### src/rtl/timer_pkg.sv
package timer_pkg;

  typedef enum logic [1:0] {
    REG_CTRL   = 2'd0,
    REG_CLKSEL = 2'd1,
    REG_CMP_LO = 2'd2,
    REG_CMP_HI = 2'd3
  } reg_sel_e;

  localparam int CTRL_RUN_BIT   = 0;
  localparam int CTRL_CHAIN_BIT = 1;

endpackage

### src/rtl/timer_rst_sync.sv
module timer_rst_sync (
  input  logic clk,
  input  logic rst_n,
  output logic rst_sync_n
);

  logic [1:0] sync_q;

  always_ff @(posedge clk or negedge rst_n) begin
    if (!rst_n) begin
      sync_q <= 2'b00;
    end else begin
      sync_q <= {sync_q[0], 1'b1};
    end
  end

  assign rst_sync_n = sync_q[1];

endmodule

### src/rtl/timer_regs.sv
module timer_regs
  import timer_pkg::*;
#(
  parameter int CNT_W = 8,
  parameter int SEL_W = 4
) (
  input  logic             clk,
  input  logic             rst_n,
  input  logic             wr_en,
  input  logic [1:0]       wr_addr,
  input  logic [CNT_W-1:0] wr_data,
  output logic             run,
  output logic             chain,
  output logic [SEL_W-1:0] clk_sel,
  output logic [CNT_W-1:0] cmp_lo,
  output logic [CNT_W-1:0] cmp_hi
);

  logic             run_d, chain_d;
  logic [SEL_W-1:0] sel_d;
  logic [CNT_W-1:0] cmp_lo_d, cmp_hi_d;
  reg_sel_e         sel_reg;

  assign sel_reg = reg_sel_e'(wr_addr);

  always_comb begin
    run_d    = run;
    chain_d  = chain;
    sel_d    = clk_sel;
    cmp_lo_d = cmp_lo;
    cmp_hi_d = cmp_hi;
    if (wr_en) begin
      unique case (sel_reg)
        REG_CTRL: begin
          run_d   = wr_data[CTRL_RUN_BIT];
          chain_d = wr_data[CTRL_CHAIN_BIT];
        end
        REG_CLKSEL: sel_d    = wr_data[SEL_W-1:0];
        REG_CMP_LO: cmp_lo_d = wr_data;
        REG_CMP_HI: cmp_hi_d = wr_data;
        default: ;
      endcase
    end
  end

  always_ff @(posedge clk or negedge rst_n) begin
    if (!rst_n) begin
      run     <= 1'b0;
      chain   <= 1'b0;
      clk_sel <= '0;
      cmp_lo  <= '0;
      cmp_hi  <= '0;
    end else begin
      run     <= run_d;
      chain   <= chain_d;
      clk_sel <= sel_d;
      cmp_lo  <= cmp_lo_d;
      cmp_hi  <= cmp_hi_d;
    end
  end

endmodule

### src/rtl/timer_prescaler.sv
module timer_prescaler #(
  parameter int SEL_W      = 4,
  parameter int DIV_STAGES = 8
) (
  input  logic             clk,
  input  logic             rst_n,
  input  logic             run,
  input  logic [SEL_W-1:0] clk_sel,
  output logic             tick
);

  localparam int PRE_W = (DIV_STAGES > 1) ? DIV_STAGES - 1 : 1;
  localparam int N_SEL = 1 << SEL_W;

  logic [PRE_W-1:0] pre_q, pre_d;
  logic [N_SEL-1:0] tap;

  // Divider restarts from zero whenever counting is stopped, so the first
  // tick after start lands a fixed number of cycles after the run edge.
  always_comb begin
    if (!run) pre_d = '0;
    else      pre_d = pre_q + 1'b1;
  end

  always_ff @(posedge clk or negedge rst_n) begin
    if (!rst_n) pre_q <= '0;
    else        pre_q <= pre_d;
  end

  for (genvar g = 0; g < N_SEL; g++) begin : g_tap
    if (g == 0) begin : g_div1
      assign tap[g] = 1'b1;
    end else if (g < DIV_STAGES) begin : g_divn
      assign tap[g] = &pre_q[g-1:0];
    end else begin : g_stop
      assign tap[g] = 1'b0;
    end
  end

  assign tick = run & tap[clk_sel];

endmodule

### src/rtl/timer_channel.sv
module timer_channel #(
  parameter int CNT_W = 8
) (
  input  logic             clk,
  input  logic             rst_n,
  input  logic             run,
  input  logic             step,
  input  logic             wrap,
  input  logic [CNT_W-1:0] cmp,
  output logic [CNT_W-1:0] cnt,
  output logic             at_cmp,
  output logic             at_max
);

  logic [CNT_W-1:0] cnt_d;

  always_comb begin
    if (!run)      cnt_d = '0;
    else if (wrap) cnt_d = '0;
    else if (step) cnt_d = cnt + 1'b1;
    else           cnt_d = cnt;
  end

  always_ff @(posedge clk or negedge rst_n) begin
    if (!rst_n) cnt <= '0;
    else        cnt <= cnt_d;
  end

  assign at_cmp = (cnt == cmp);
  assign at_max = &cnt;

endmodule

### src/rtl/dual_interval_timer.sv
module dual_interval_timer #(
  parameter int CNT_W      = 8,
  parameter int SEL_W      = 4,
  parameter int DIV_STAGES = 8
) (
  input  logic             clk,
  input  logic             rst_n,
  input  logic             wr_en,
  input  logic [1:0]       wr_addr,
  input  logic [CNT_W-1:0] wr_data,
  output logic [CNT_W-1:0] count_lo,
  output logic [CNT_W-1:0] count_hi,
  output logic             irq_lo,
  output logic             irq_hi,
  output logic             tout
);

  logic             rst_sync_n;
  logic             run, chain, tick;
  logic [SEL_W-1:0] clk_sel;
  logic [CNT_W-1:0] cmp_lo, cmp_hi;
  logic             lo_at_cmp, lo_at_max, hi_at_cmp, hi_at_max;
  logic             pair_match;
  logic             lo_step, lo_wrap, hi_step, hi_wrap;
  logic             irq_lo_d, irq_hi_d, tout_d;

  timer_rst_sync u_rst (
    .clk        (clk),
    .rst_n      (rst_n),
    .rst_sync_n (rst_sync_n)
  );

  timer_regs #(.CNT_W(CNT_W), .SEL_W(SEL_W)) u_regs (
    .clk     (clk),
    .rst_n   (rst_sync_n),
    .wr_en   (wr_en),
    .wr_addr (wr_addr),
    .wr_data (wr_data),
    .run     (run),
    .chain   (chain),
    .clk_sel (clk_sel),
    .cmp_lo  (cmp_lo),
    .cmp_hi  (cmp_hi)
  );

  timer_prescaler #(.SEL_W(SEL_W), .DIV_STAGES(DIV_STAGES)) u_pre (
    .clk     (clk),
    .rst_n   (rst_sync_n),
    .run     (run),
    .clk_sel (clk_sel),
    .tick    (tick)
  );

  timer_channel #(.CNT_W(CNT_W)) u_lo (
    .clk    (clk),
    .rst_n  (rst_sync_n),
    .run    (run),
    .step   (lo_step),
    .wrap   (lo_wrap),
    .cmp    (cmp_lo),
    .cnt    (count_lo),
    .at_cmp (lo_at_cmp),
    .at_max (lo_at_max)
  );

  timer_channel #(.CNT_W(CNT_W)) u_hi (
    .clk    (clk),
    .rst_n  (rst_sync_n),
    .run    (run),
    .step   (hi_step),
    .wrap   (hi_wrap),
    .cmp    (cmp_hi),
    .cnt    (count_hi),
    .at_cmp (hi_at_cmp),
    .at_max (hi_at_max)
  );

  assign pair_match = lo_at_cmp & hi_at_cmp;

  // Step and wrap decisions per mode: chained pair clears only on a joint
  // match and the high half advances on the low half's rollover.
  always_comb begin
    if (chain) begin
      lo_step  = tick;
      lo_wrap  = tick & pair_match;
      hi_step  = tick & lo_at_max;
      hi_wrap  = tick & pair_match;
      irq_lo_d = 1'b0;
      irq_hi_d = tick & pair_match;
    end else begin
      lo_step  = tick;
      lo_wrap  = tick & lo_at_cmp;
      hi_step  = tick;
      hi_wrap  = tick & hi_at_cmp;
      irq_lo_d = tick & lo_at_cmp;
      irq_hi_d = tick & hi_at_cmp;
    end
  end

  always_comb begin
    if (!run) tout_d = 1'b0;
    else      tout_d = tout ^ irq_hi_d;
  end

  always_ff @(posedge clk or negedge rst_sync_n) begin
    if (!rst_sync_n) begin
      irq_lo <= 1'b0;
      irq_hi <= 1'b0;
      tout   <= 1'b0;
    end else begin
      irq_lo <= irq_lo_d;
      irq_hi <= irq_hi_d;
      tout   <= tout_d;
    end
  end

endmodule

### config.mk
export PLATFORM = sky130hd
export DESIGN_NAME = dual_interval_timer
export DESIGN_NICKNAME = d
export VERILOG_FILES = /design/src/rtl/timer_pkg.sv /design/src/rtl/timer_rst_sync.sv /design/src/rtl/timer_regs.sv /design/src/rtl/timer_prescaler.sv /design/src/rtl/timer_channel.sv /design/src/rtl/dual_interval_timer.sv
export SDC_FILE = /design/constraint.sdc
export NUM_CORES = 1
export LEC_CHECK = 0
export BUFFER_PORTS_ARGS = -buffer_cell sky130_fd_sc_hd__buf_2
export CAP_MARGIN = 20
export CORE_MARGIN = 2
export CORE_UTILIZATION = 35
export CTS_CLUSTER_DIAMETER = 40
export DETAILED_ROUTE_END_ITERATION = 10
export GPL_TIMING_DRIVEN = 0
export HOLD_SLACK_MARGIN = 0.1
export PLACE_DENSITY_LB_ADDON = 0.25
export REMOVE_ABC_BUFFERS = 1
export SYNTH_ARGS = -nofsm -noshare
export SYNTH_HDL_FRONTEND = slang
export SYNTH_HIERARCHICAL = 1
export SYNTH_SLANG_ARGS = --single-unit
### constraint.sdc
create_clock -name clk -period 1.7 [get_ports clk]
set_input_delay 0.34 -clock clk [delete_from_list [all_inputs] [get_ports clk]]
set_output_delay 0.34 -clock clk [all_outputs]
set_load 0.01 [all_outputs]
### Word level (Yosys, flattened, before mapping)

Cells that the tools add are included.
Widths: inputs -> output; s select.

| operators by class | value |
|---|---|
| add/subtract/negate cells | 3 |
| $mul | 0 |
| divide/modulo/power cells | 0 |
| $lt $le $gt $ge | 1 |
| equality and inequality tests | 7 |
| shift operators | 0 |
| mux-type cells | 14 |
| bitwise gates (word level) | 7 |
| reduce and logical (&&, ||, !) cells | 12 |

Operators by type and width:

| operator | count |
|---|---|
| $mux 8 | 6 |
| $add 8x1->8 const B | 2 |
| $eq 8x8->1 | 2 |
| $reduce_and 2->1 | 5 |
| $reduce_and 8->1 | 1 |
| $add 7x1->7 const B | 1 |
| $mux 7 | 1 |
| $reduce_and 7->1 | 1 |
| $and 1x1->1 | 6 |
| $mux 1 | 6 |
| $ne 3x3->1 const B | 2 |
| $reduce_and 6->1 | 1 |
| $lt 4x5->1 const B | 1 |
| $reduce_and 5->1 | 1 |
| $bmux 1 s4 | 1 |
| $eq 2x2->1 const B | 2 |
| $reduce_and 4->1 | 1 |
| $reduce_and 3->1 | 1 |
| $eq 2x1->1 const B | 1 |
| $logic_not 2->1 | 1 |
| $xor 1x1->1 | 1 |

| word-level totals | value |
|---|---|
| bits in registers | 50 |
| bits in latches | 0 |
| memory bits (writable) | 0 |
| ROM bits | 0 |
| input port bits | 13 |
| output and inout port bits | 19 |
| memories | 0 |

### Longest topological paths before layout

Gate-level depths: netlist of run 1.

| depth | value |
|---|---|
| word-level depth | 9 |
| depth in mapped cells | 11 |
| gate-level depth less buffers | 10 |

### Modules after synthesis

The synthesis of run 1 kept the hierarchy.

By module, submodules not included:

| module | times used | cells an instance | area an instance (µm²) | seq. area each (µm²) |
|---|---|---|---|---|
| timer_channel | 2 | 53 | 501.7 | 200.2 |
| timer_regs | 1 | 48 | 834.6 | 550.5 |
| timer_prescaler | 1 | 38 | 386.6 | 175.2 |
| dual_interval_timer | 1 | 15 | 148.9 | 75.1 |
| timer_rst_sync | 1 | 3 | 53.8 | 50.0 |

### Worst setup path before layout of run 1

OpenSTA, ideal clock, no wires.

| timing | value |
|---|---|
| path kind | reg-to-reg |
| from | register u_pre.pre_q[0] |
| to | register u_hi.cnt[5] |
| library setup time | 0.078 ns |
| arrival | 2.149 ns |
| data required time | 1.622 ns |
| path slack | -0.526 ns |
| stages on the path, launching flop included | 12 |
| path buffers | 1 |
| period minus slack after synthesis | 2.226 ns |
| cell sequence | dfrtp_1 ha_1 and3_1 ha_1 nand3b_1 nand2_1 o311a_1 a21boi_0 buf_4 nand4_2 or3_1 a21oi_1 |

RTL lines:

| item | line | source |
|---|---|---|
| from (decl) | timer_prescaler.sv:15 | `logic [PRE_W-1:0] pre_q, pre_d;` |
| from (signal assigned) | timer_prescaler.sv:27 | `else pre_q <= pre_d;` |
| $reduce_and 7->1, or another cell as far along | timer_prescaler.sv:34 | `assign tap[g] = &pre_q[g-1:0];` |
| $bmux 1 s4 * | timer_prescaler.sv:40 | `assign tick = run & tap[clk_sel];` |
| $mux 1 (implied by the code) * | timer_prescaler.sv:40 |  |
| $and 1x1->1 * | timer_prescaler.sv:40 |  |
| via lo_step | dual_interval_timer.sv:24 | `logic lo_step, lo_wrap, hi_step, hi_wrap;` |
| $and 1x1->1 | dual_interval_timer.sv:86 | `hi_step = tick & lo_at_max;` |
| $mux 1 * | dual_interval_timer.sv:83 | `if (chain) begin` |
| via hi_step | dual_interval_timer.sv:24 |  |
| $ne 3x3->1 (no source line) * | n/a |  |
| to (signal assigned) | timer_channel.sv:26 | `else cnt <= cnt_d;` |
| to (decl) | timer_channel.sv:10 | `output logic [CNT_W-1:0] cnt,` |

Mark *: on every way through the listed nets, which the timed path passes. The rest lies on a longest branch. The select of a mux whose other input is x is not followed.
A chain may end at the register's enable or synchronous reset.

### Final worst setup path of run 1

| timing | value |
|---|---|
| from | register u_pre.pre_q[1] |
| to | register u_hi.cnt[5] |

| between the ends | value |
|---|---|
| cells in the longest elaborated chain, start to end | 8 |

RTL lines:

| item | line | source |
|---|---|---|
| $reduce_and 7->1, or another cell as far along | timer_prescaler.sv:34 |  |
| $bmux 1 s4 * | timer_prescaler.sv:40 |  |
| $mux 1 (implied by the code) * | timer_prescaler.sv:40 |  |
| $and 1x1->1 * | timer_prescaler.sv:40 |  |
| via lo_step | dual_interval_timer.sv:24 |  |
| $and 1x1->1 (on tied branches) | dual_interval_timer.sv:94, dual_interval_timer.sv:87 |  |
| $mux 1 * | dual_interval_timer.sv:83 |  |
| via hi_wrap | dual_interval_timer.sv:24 |  |
| $mux 8 | timer_channel.sv:19 | `else if (wrap) cnt_d = '0;` |
| $mux 8 | timer_channel.sv:18 | `if (!run) cnt_d = '0;` |

Marks and branches as above.

==> results of run 1 <==
-- registers in the layout, summed over array words and instances (netlist names) --
signal	cells
irq_hi	1
irq_lo	1
tout	1
u_hi/cnt	8
u_lo/cnt	8
u_pre/pre_q	7
u_regs/chain	1
u_regs/clk_sel	4
u_regs/cmp_hi	8
u_regs/cmp_lo	8
u_regs/run	1
u_rst/sync_q	2
-- final timing paths --
| check | to | slack, ps | cells after the start |
|---|---|---|---|
| hold / removal | u_pre/pre_q[1] | 150 | 0 |
| setup reg to reg | u_hi/cnt[5] | -510 | 11 |
| min in group clk | u_regs/cmp_lo[6] | 290 | 2 |
| setup / recovery | u_hi/cnt[5] | -510 | 11 |
| max in group asynchronous | u_lo/cnt[6] | 1060 | 1 |
| hold reg to reg | u_pre/pre_q[1] | 150 | 0 |
-- power by group --
group          switching (mW)  internal, mW
clock                   0.375         0.329
combinational           0.197         0.275
sequential              0.136          1.32
total                   0.708          1.92
-- per-stage QoR --
stage               std cells   util  power (mW)  TNS, ps  setup WS [ps]
global placement          311  0.388        1.84   -36870          -1470
floorplan                 200      -        1.73   -10460          -1010
detailed placement        312  0.391        1.85   -17320          -1510
global route              331  0.438        2.79    -9470           -624
CTS                       330  0.433        2.65    -7100           -482
finish                    331  0.438        2.63    -7670           -506
-- cell usage in the layout, fill, tap and decap left out, drive strengths merged, types with 2 or more instances in the layout --
cell	count
a21oi	10
and2	3
buf	42
clkbuf	7
dfrtp	50
ha	5
inv	4
mux2	22
mux2i	4
nand2	9
nand2b	3
nand3	9
nand3b	4
nand4	10
nor2	16
nor3b	2
nor4b	2
o21ai	8
or3	8
xnor2	18
xor2	7
-- routing by layer --
metal,vias to the layer above,part of all wire,global-route usage
li1,811,-,-
met1,808,0.46,0.182
met2,22,0.49,0.221
met3,6,0.042,0.0332
met4,0,0.012,0.0378
met5,-,0,0
-- repair_timing --
item                       in CTS  in global routing
buffers inserted                9                  2
pin swaps                      12                 10
hold endpoints to repair        2                  0
setup endpoints to repair      19                 19
gates resized for setup        24                  7
hold buffers                    1                  0
-- cell type report --
type,count,area [µm²]
inverters,4,15.0
clock buffers,7,86.3
fillers,657,3800
flip-flops and latches,50,1250
repair buffers,43,272
well taps,80,100
multi-input cells,146,1230
clock inverters,1,5.00
==> tab_implementation.tex, run 1 <==
\begin{tabular}{lr}
\hline
Metric & Value \\
\hline
\multicolumn{2}{l}{\textbf{Run status}} \\
\quad Result of the run & complete, but fails checks \\
\quad Failing checks & negative setup slack \\
\multicolumn{2}{l}{\textbf{Min path}} \\
\quad Class of the most critical hold timing path & flop to async pin \\
\multicolumn{2}{l}{\textbf{Worst setup path}} \\
\quad Category of the critical setup timing path & flop to flop \\
\quad Endpoint arrival time on the critical path & 2430 ps \\
\quad Type of destination of the critical path & flop \\
\quad First element of the critical path & u\_pre/pre\_q[1] \\
\quad Data required time of the worst path & 1930 ps \\
\quad Critical path peak fanout & 8 \\
\quad Top Family by Delay on Critical Path & simple AND/OR/NAND/NOR gates \\
\quad Ordered cell list for the critical path & ha\_2 -> and3\_4 -> ha\_4 -> nand3b\_1 -> nand2\_1 -> o311a\_4 -> buf\_4 -> nand2\_4 -> a21oi\_4 -> nand2b\_2 -> a21oi\_1 \\
\quad Critical-path cell with the highest stage delay & sky130\_fd\_sc\_hd\_\_dfrtp\_1 \\
\quad Number of buffers and inverters on the critical path & 1 \\
\quad Source of the worst register-to-register timing path & u\_pre/pre\_q[1] \\
\quad CP startpoint kind & flop \\
\quad Worst path max stage delay & 390 ps \\
\multicolumn{2}{l}{\textbf{Power and ir drop}} \\
\quad Worst vdd ir & 0.448 mV \\
\quad Power density of the placed cells & 888 nW/µm² \\
\quad Static Leak & 1.30 nW \\
\multicolumn{2}{l}{\textbf{Drt}} \\
\quad DRC violations left & 0 \\
\quad Total length of routed wires & 4590 µm \\
\quad Iteration count of the initial detailed-routing pass & 4 \\
\quad Via density & 4.98 \\
\quad Count of antenna-violating nets left after detailed routing & 0 \\
\quad Number of violations reported at the end of detailed-routing iteration 0 & 61 \\
\quad Routed len/inst & 13.9 µm \\
\quad Via count of the routed design & 1647 \\
\multicolumn{2}{l}{\textbf{Place}} \\
\quad Post-detailed-placement cell area & 2640 µm² \\
\quad Placer congestion estimate & 0.709 \\
\quad Estimated wirelength of the detail-placed design & 3310 µm \\
\quad Buffers on Ports & 31 \\
\multicolumn{2}{l}{\textbf{Layout}} \\
\quad Fraction of final layout cells with drive strength greater than 1 & 0.398 \\
\quad Synthesis-to-layout area growth & 22.4\% \\
\quad \# diodes & 0 \\
\quad Final standard cell area without fillers & 2960 µm² \\
\quad Number of nets at the end of the flow & 268 \\
\multicolumn{2}{l}{\textbf{Floorplan}} \\
\quad Starting Density & 0.358 \\
\quad Die extent in y & 87.1 µm \\
\quad Boundary pin count & 32 \\
\quad Placement row count & 30 \\
\quad Area enclosed by the die boundary & 7590 µm² \\
\quad Die X-Extent & 87.1 µm \\
\quad Floorplan core area & 6760 µm² \\
\multicolumn{2}{l}{\textbf{Clock network}} \\
\quad CTS H-Tree Depth & 2 \\
\quad Number of CTS-inserted buffers & 5 \\
\quad Clock tree buffer depth & 2 \\
\quad CTS tree & done \\
\quad Clock-pin transition on the worst setup and hold timing paths & 90 ps \\
\quad Clock root cell & sky130\_fd\_sc\_hd\_\_clkbuf\_8 \\
\quad Clock latency on the worst-skew pair & 300 ps \\
\quad Sink Count & 50 \\
\multicolumn{2}{l}{\textbf{Global route}} \\
\quad Leftover overflow at the end of global routing & 0 \\
\quad Initial antenna violation count & 0 \\
\quad Global router's overall resource usage & 0.136 \\
\quad Largest net degree at the start of global routing & 39 \\
\quad Via count of the first global-routing pass & 1622 \\
\quad Global-route wire length before repair & 8050 µm \\
\multicolumn{2}{l}{\textbf{Run}} \\
\quad Total of max-cap violations & 0 \\
\multicolumn{2}{l}{\textbf{Timing}} \\
\quad Setup slack of the critical path after layout & -506 ps \\
\quad Achievable Freq & 453 MHz \\
\quad Final worst path period share & 1.30 \\
\quad Finish-stage setup viols & 19 \\
\quad Pins over their slew limit & 0 \\
\quad Hold slack final & 149 ps \\
\quad Clk\_skew & 7.46 ps \\
\quad Setup repair after global routing missed its margin & true \\
\quad Min Clock Period, post-route & 2210 ps \\
\quad Endpoints failing hold & 0 \\
\multicolumn{2}{l}{\textbf{Logic synthesis}} \\
\quad Instance count of the mapped netlist & 208 \\
\quad YS warnings & 6 \\
\quad Synthesized area per cell & 11.6 µm² \\
\quad Cell area after technology mapping & 2420 µm² \\
\hline
\end{tabular}
(Power assumes the default switching activity.)
==> run 2, diff against run 1 <==
- CORE_ASPECT_RATIO: not set -> 0.8
- PLACE_DENSITY_LB_ADDON: 0.25 -> not set
==> run 2 against run 1 <==
  * Non-clock buffer count down 1
  * Via count shrank 0.85%
  * Setup slack improved by 70 ps
  * The flow still finishes with violations (negative setup slack)
  * Largest power group unchanged
  * Combinational power grew 3%
  * Die area about the same
  * Critical endpoint is now u_hi/cnt[7]
  * Register-to-register slack gained 70 ps
  * Global-route usage is 0.30 points lower
  * Total power up 1.7%
==> tab_implementation.tex, run 2 (synthesized netlist as in run 1, its figures left out) <==
\begin{tabular}{lr}
\hline
Metric & Value \\
\hline
\multicolumn{2}{l}{\textbf{Run status}} \\
\quad Result of the run & complete, but fails checks (unchanged) \\
\quad Failing checks & negative setup slack (unchanged) \\
\multicolumn{2}{l}{\textbf{Drt}} \\
\quad Total length of routed wires & 4640 µm (was 4590 µm) \\
\quad Count of antenna-violating nets left after detailed routing & 0 (unchanged) \\
\quad Via count of the routed design & 1633 (was 1647) \\
\quad DRC violations left & 0 (unchanged) \\
\quad Iteration count of the initial detailed-routing pass & 4 (unchanged) \\
\quad Number of violations reported at the end of detailed-routing iteration 0 & 99 (was 61) \\
\quad Routed len/inst & 13.8 µm (was 13.9 µm) \\
\quad Via density & 4.85 (was 4.98) \\
\multicolumn{2}{l}{\textbf{Timing}} \\
\quad Setup repair after global routing missed its margin & true (unchanged) \\
\quad Final worst path period share & 1.26 (was 1.30) \\
\quad Pins over their slew limit & 0 (unchanged) \\
\quad Finish-stage setup viols & 19 (unchanged) \\
\quad Min Clock Period, post-route & 2140 ps (was 2210 ps) \\
\quad Clk\_skew & 7.24 ps (was 7.46 ps) \\
\quad Endpoints failing hold & 0 (unchanged) \\
\quad Achievable Freq & 468 MHz (was 453 MHz) \\
\quad TNS Setup & -6480 ps (was -7670 ps) \\
\quad Setup slack of the critical path after layout & -436 ps (was -506 ps) \\
\multicolumn{2}{l}{\textbf{Worst setup path}} \\
\quad CP startpoint kind & flop (unchanged) \\
\quad Reg2reg path depth & 10 (was 11) \\
\quad Critical path peak fanout & 5 (was 8) \\
\quad Endpoint arrival time on the critical path & 2370 ps (was 2430 ps) \\
\quad R2R Setup Slk & -440 ps (was -510 ps) \\
\quad Category of the critical setup timing path & flop to flop (unchanged) \\
\quad Data required time of the worst path & 1930 ps (about the same) \\
\quad Type of destination of the critical path & flop (unchanged) \\
\multicolumn{2}{l}{\textbf{Place}} \\
\quad Number of cells after detailed placement & 319 (was 312) \\
\quad Setup WS pre-CTS & -1490 ps (was -1510 ps) \\
\quad Estimated wirelength of the detail-placed design & 3270 µm (was 3310 µm) \\
\quad Placer congestion estimate & 0.728 (was 0.709) \\
\quad Buffers on Ports & 31 (unchanged) \\
\multicolumn{2}{l}{\textbf{Floorplan}} \\
\quad Floorplan core area & 6790 µm² (was 6760 µm²) \\
\quad Boundary pin count & 32 (unchanged) \\
\quad Die extent in y & 78.4 µm (was 87.1 µm) \\
\quad Area enclosed by the die boundary & 7600 µm² (was 7590 µm²) \\
\quad Die X-Extent & 96.9 µm (was 87.1 µm) \\
\quad Starting Density & 0.356 (was 0.358) \\
\quad Placement row count & 27 (was 30) \\
\multicolumn{2}{l}{\textbf{Power and ir drop}} \\
\quad Worst vdd ir & 0.467 mV (was 0.448 mV) \\
\quad Static Leak & 1.29 nW (was 1.30 nW) \\
\quad Power density of the placed cells & 895 nW/µm² (was 888 nW/µm²) \\
\multicolumn{2}{l}{\textbf{Global route}} \\
\quad Initial antenna violation count & 0 (unchanged) \\
\quad Global-route wire length before repair & 8120 µm (was 8050 µm) \\
\quad Leftover overflow at the end of global routing & 0 (unchanged) \\
\quad Global router's overall resource usage & 0.133 (was 0.136) \\
\quad Via count of the first global-routing pass & 1626 (was 1622) \\
\quad Largest net degree at the start of global routing & 41 (was 39) \\
\multicolumn{2}{l}{\textbf{Clock network}} \\
\quad Clock latency on the worst-skew pair & 300 ps (about the same) \\
\quad Number of CTS-inserted buffers & 5 (unchanged) \\
\quad CTS H-Tree Depth & 2 (unchanged) \\
\quad Sink Count & 50 (unchanged) \\
\quad Clock root cell & sky130\_fd\_sc\_hd\_\_clkbuf\_8 (unchanged) \\
\quad Clock-pin transition on the worst setup and hold timing paths & 90 ps (about the same) \\
\quad Clock tree buffer depth & 2 (unchanged) \\
\quad CTS tree & done (unchanged) \\
\multicolumn{2}{l}{\textbf{Min path}} \\
\quad Class of the most critical hold timing path & flop to async pin (unchanged) \\
\multicolumn{2}{l}{\textbf{Layout}} \\
\quad Fraction of final layout cells with drive strength greater than 1 & 0.416 (was 0.398) \\
\quad Synthesis-to-layout area growth & 23.5\% (was 22.4\%) \\
\quad Most common library cell in the layout ignoring fill and taps & sky130\_fd\_sc\_hd\_\_dfrtp\_1 (unchanged) \\
\quad \# diodes & 0 (unchanged) \\
\quad Count of non-filler cells in the finished layout & 337 (was 331) \\
\quad Number of nets at the end of the flow & 267 (was 268) \\
\quad Fillers & 625 (was 657) \\
\quad Most frequent cells in the layout & 48 x sky130\_fd\_sc\_hd\_\_dfrtp\_1, 31 x sky130\_fd\_sc\_hd\_\_buf\_2, 22 x sky130\_fd\_sc\_hd\_\_mux2\_2, 18 x sky130\_fd\_sc\_hd\_\_xnor2\_1, 14 x sky130\_fd\_sc\_hd\_\_nor2\_1 (was 49 x sky130\_fd\_sc\_hd\_\_dfrtp\_1, 31 x sky130\_fd\_sc\_hd\_\_buf\_2, 22 x sky130\_fd\_sc\_hd\_\_mux2\_2, 16 x sky130\_fd\_sc\_hd\_\_nor2\_1, 16 x sky130\_fd\_sc\_hd\_\_xnor2\_1) \\
\quad Core Util, Final & 0.440 (was 0.438) \\
\multicolumn{2}{l}{\textbf{Run}} \\
\quad Total of max-cap violations & 0 (unchanged) \\
\hline
\end{tabular}
## run 2: path summary, 6_finish.rpt
check	startpoint	end
setup / recovery	u_pre/pre_q[1]	u_hi/cnt[7]
hold reg to reg	u_rst/sync_q[1]	u_hi/cnt[1]
hold / removal	u_rst/sync_q[1]	u_hi/cnt[1]
max in group asynchronous	u_rst/sync_q[1]	u_regs/run
min in group clk	wr_data[6]	u_regs/cmp_lo[6]
setup reg to reg	u_pre/pre_q[1]	u_hi/cnt[7]
## run 2: metal layers
layer | up-vias | share of wire | global-route usage
met5 | - | 0 | 0
met4 | 0 | 0.0082 | 0.0338
met3 | 4 | 0.029 | 0.0383
met2 | 23 | 0.46 | 0.214
met1 | 799 | 0.50 | 0.178
li1 | 807 | - | -
## run 2: per-stage QoR
step                      instance area, µm²  power, mW  hold slack (ps)
final                                   2990       2.67              126
after global routing                    2990       2.84              151
after CTS                               2940       2.70              139
after detailed placement                2650       1.86              128
after global placement                  2630       1.83              125
after floorplan                         2370       1.73             44.4
## run 2: power by group
part / switching (mW) / internal, mW / total [mW]
Clock: 0.398 / 0.328 / 0.725
Combinational: 0.204 / 0.281 / 0.485
Sequential: 0.145 / 1.32 / 1.46
## run 2: critical path, cell delays in order (launching register included)
cell and delay (ps):
sky130_fd_sc_hd__dfrtp_1 400, sky130_fd_sc_hd__ha_4 180, sky130_fd_sc_hd__and3_4 200, sky130_fd_sc_hd__ha_4 120, sky130_fd_sc_hd__nand3b_1 70, sky130_fd_sc_hd__nand2_1 90, sky130_fd_sc_hd__o311a_4 180, sky130_fd_sc_hd__a21boi_4 250
sky130_fd_sc_hd__nand4_4 120, sky130_fd_sc_hd__or3_1 320, sky130_fd_sc_hd__a21oi_1 140
## run 2: layout make-up
cell class	instances	area, µm²	share of cell area
clock buffers	6	82.6	0.0276
repair buffers	42	256	0.0859
clock inverters	2	12.5	0.00419
flip-flops and latches	50	1250	0.420
inverters	4	15.0	0.00503
multi-input cells	146	1260	0.421
well taps	87	109	0.0364
## run 2: repair_timing
| item | 4_1_cts | 5_1_grt |
|---|---|---|
| setup endpoints to repair | 19 | 19 |
| hold endpoints to repair | 2 | 0 |
| hold buffers | 1 | 0 |
| pin swaps | 15 | 3 |
| gates resized for setup | 27 | 7 |
| buffers inserted | 7 | 2 |
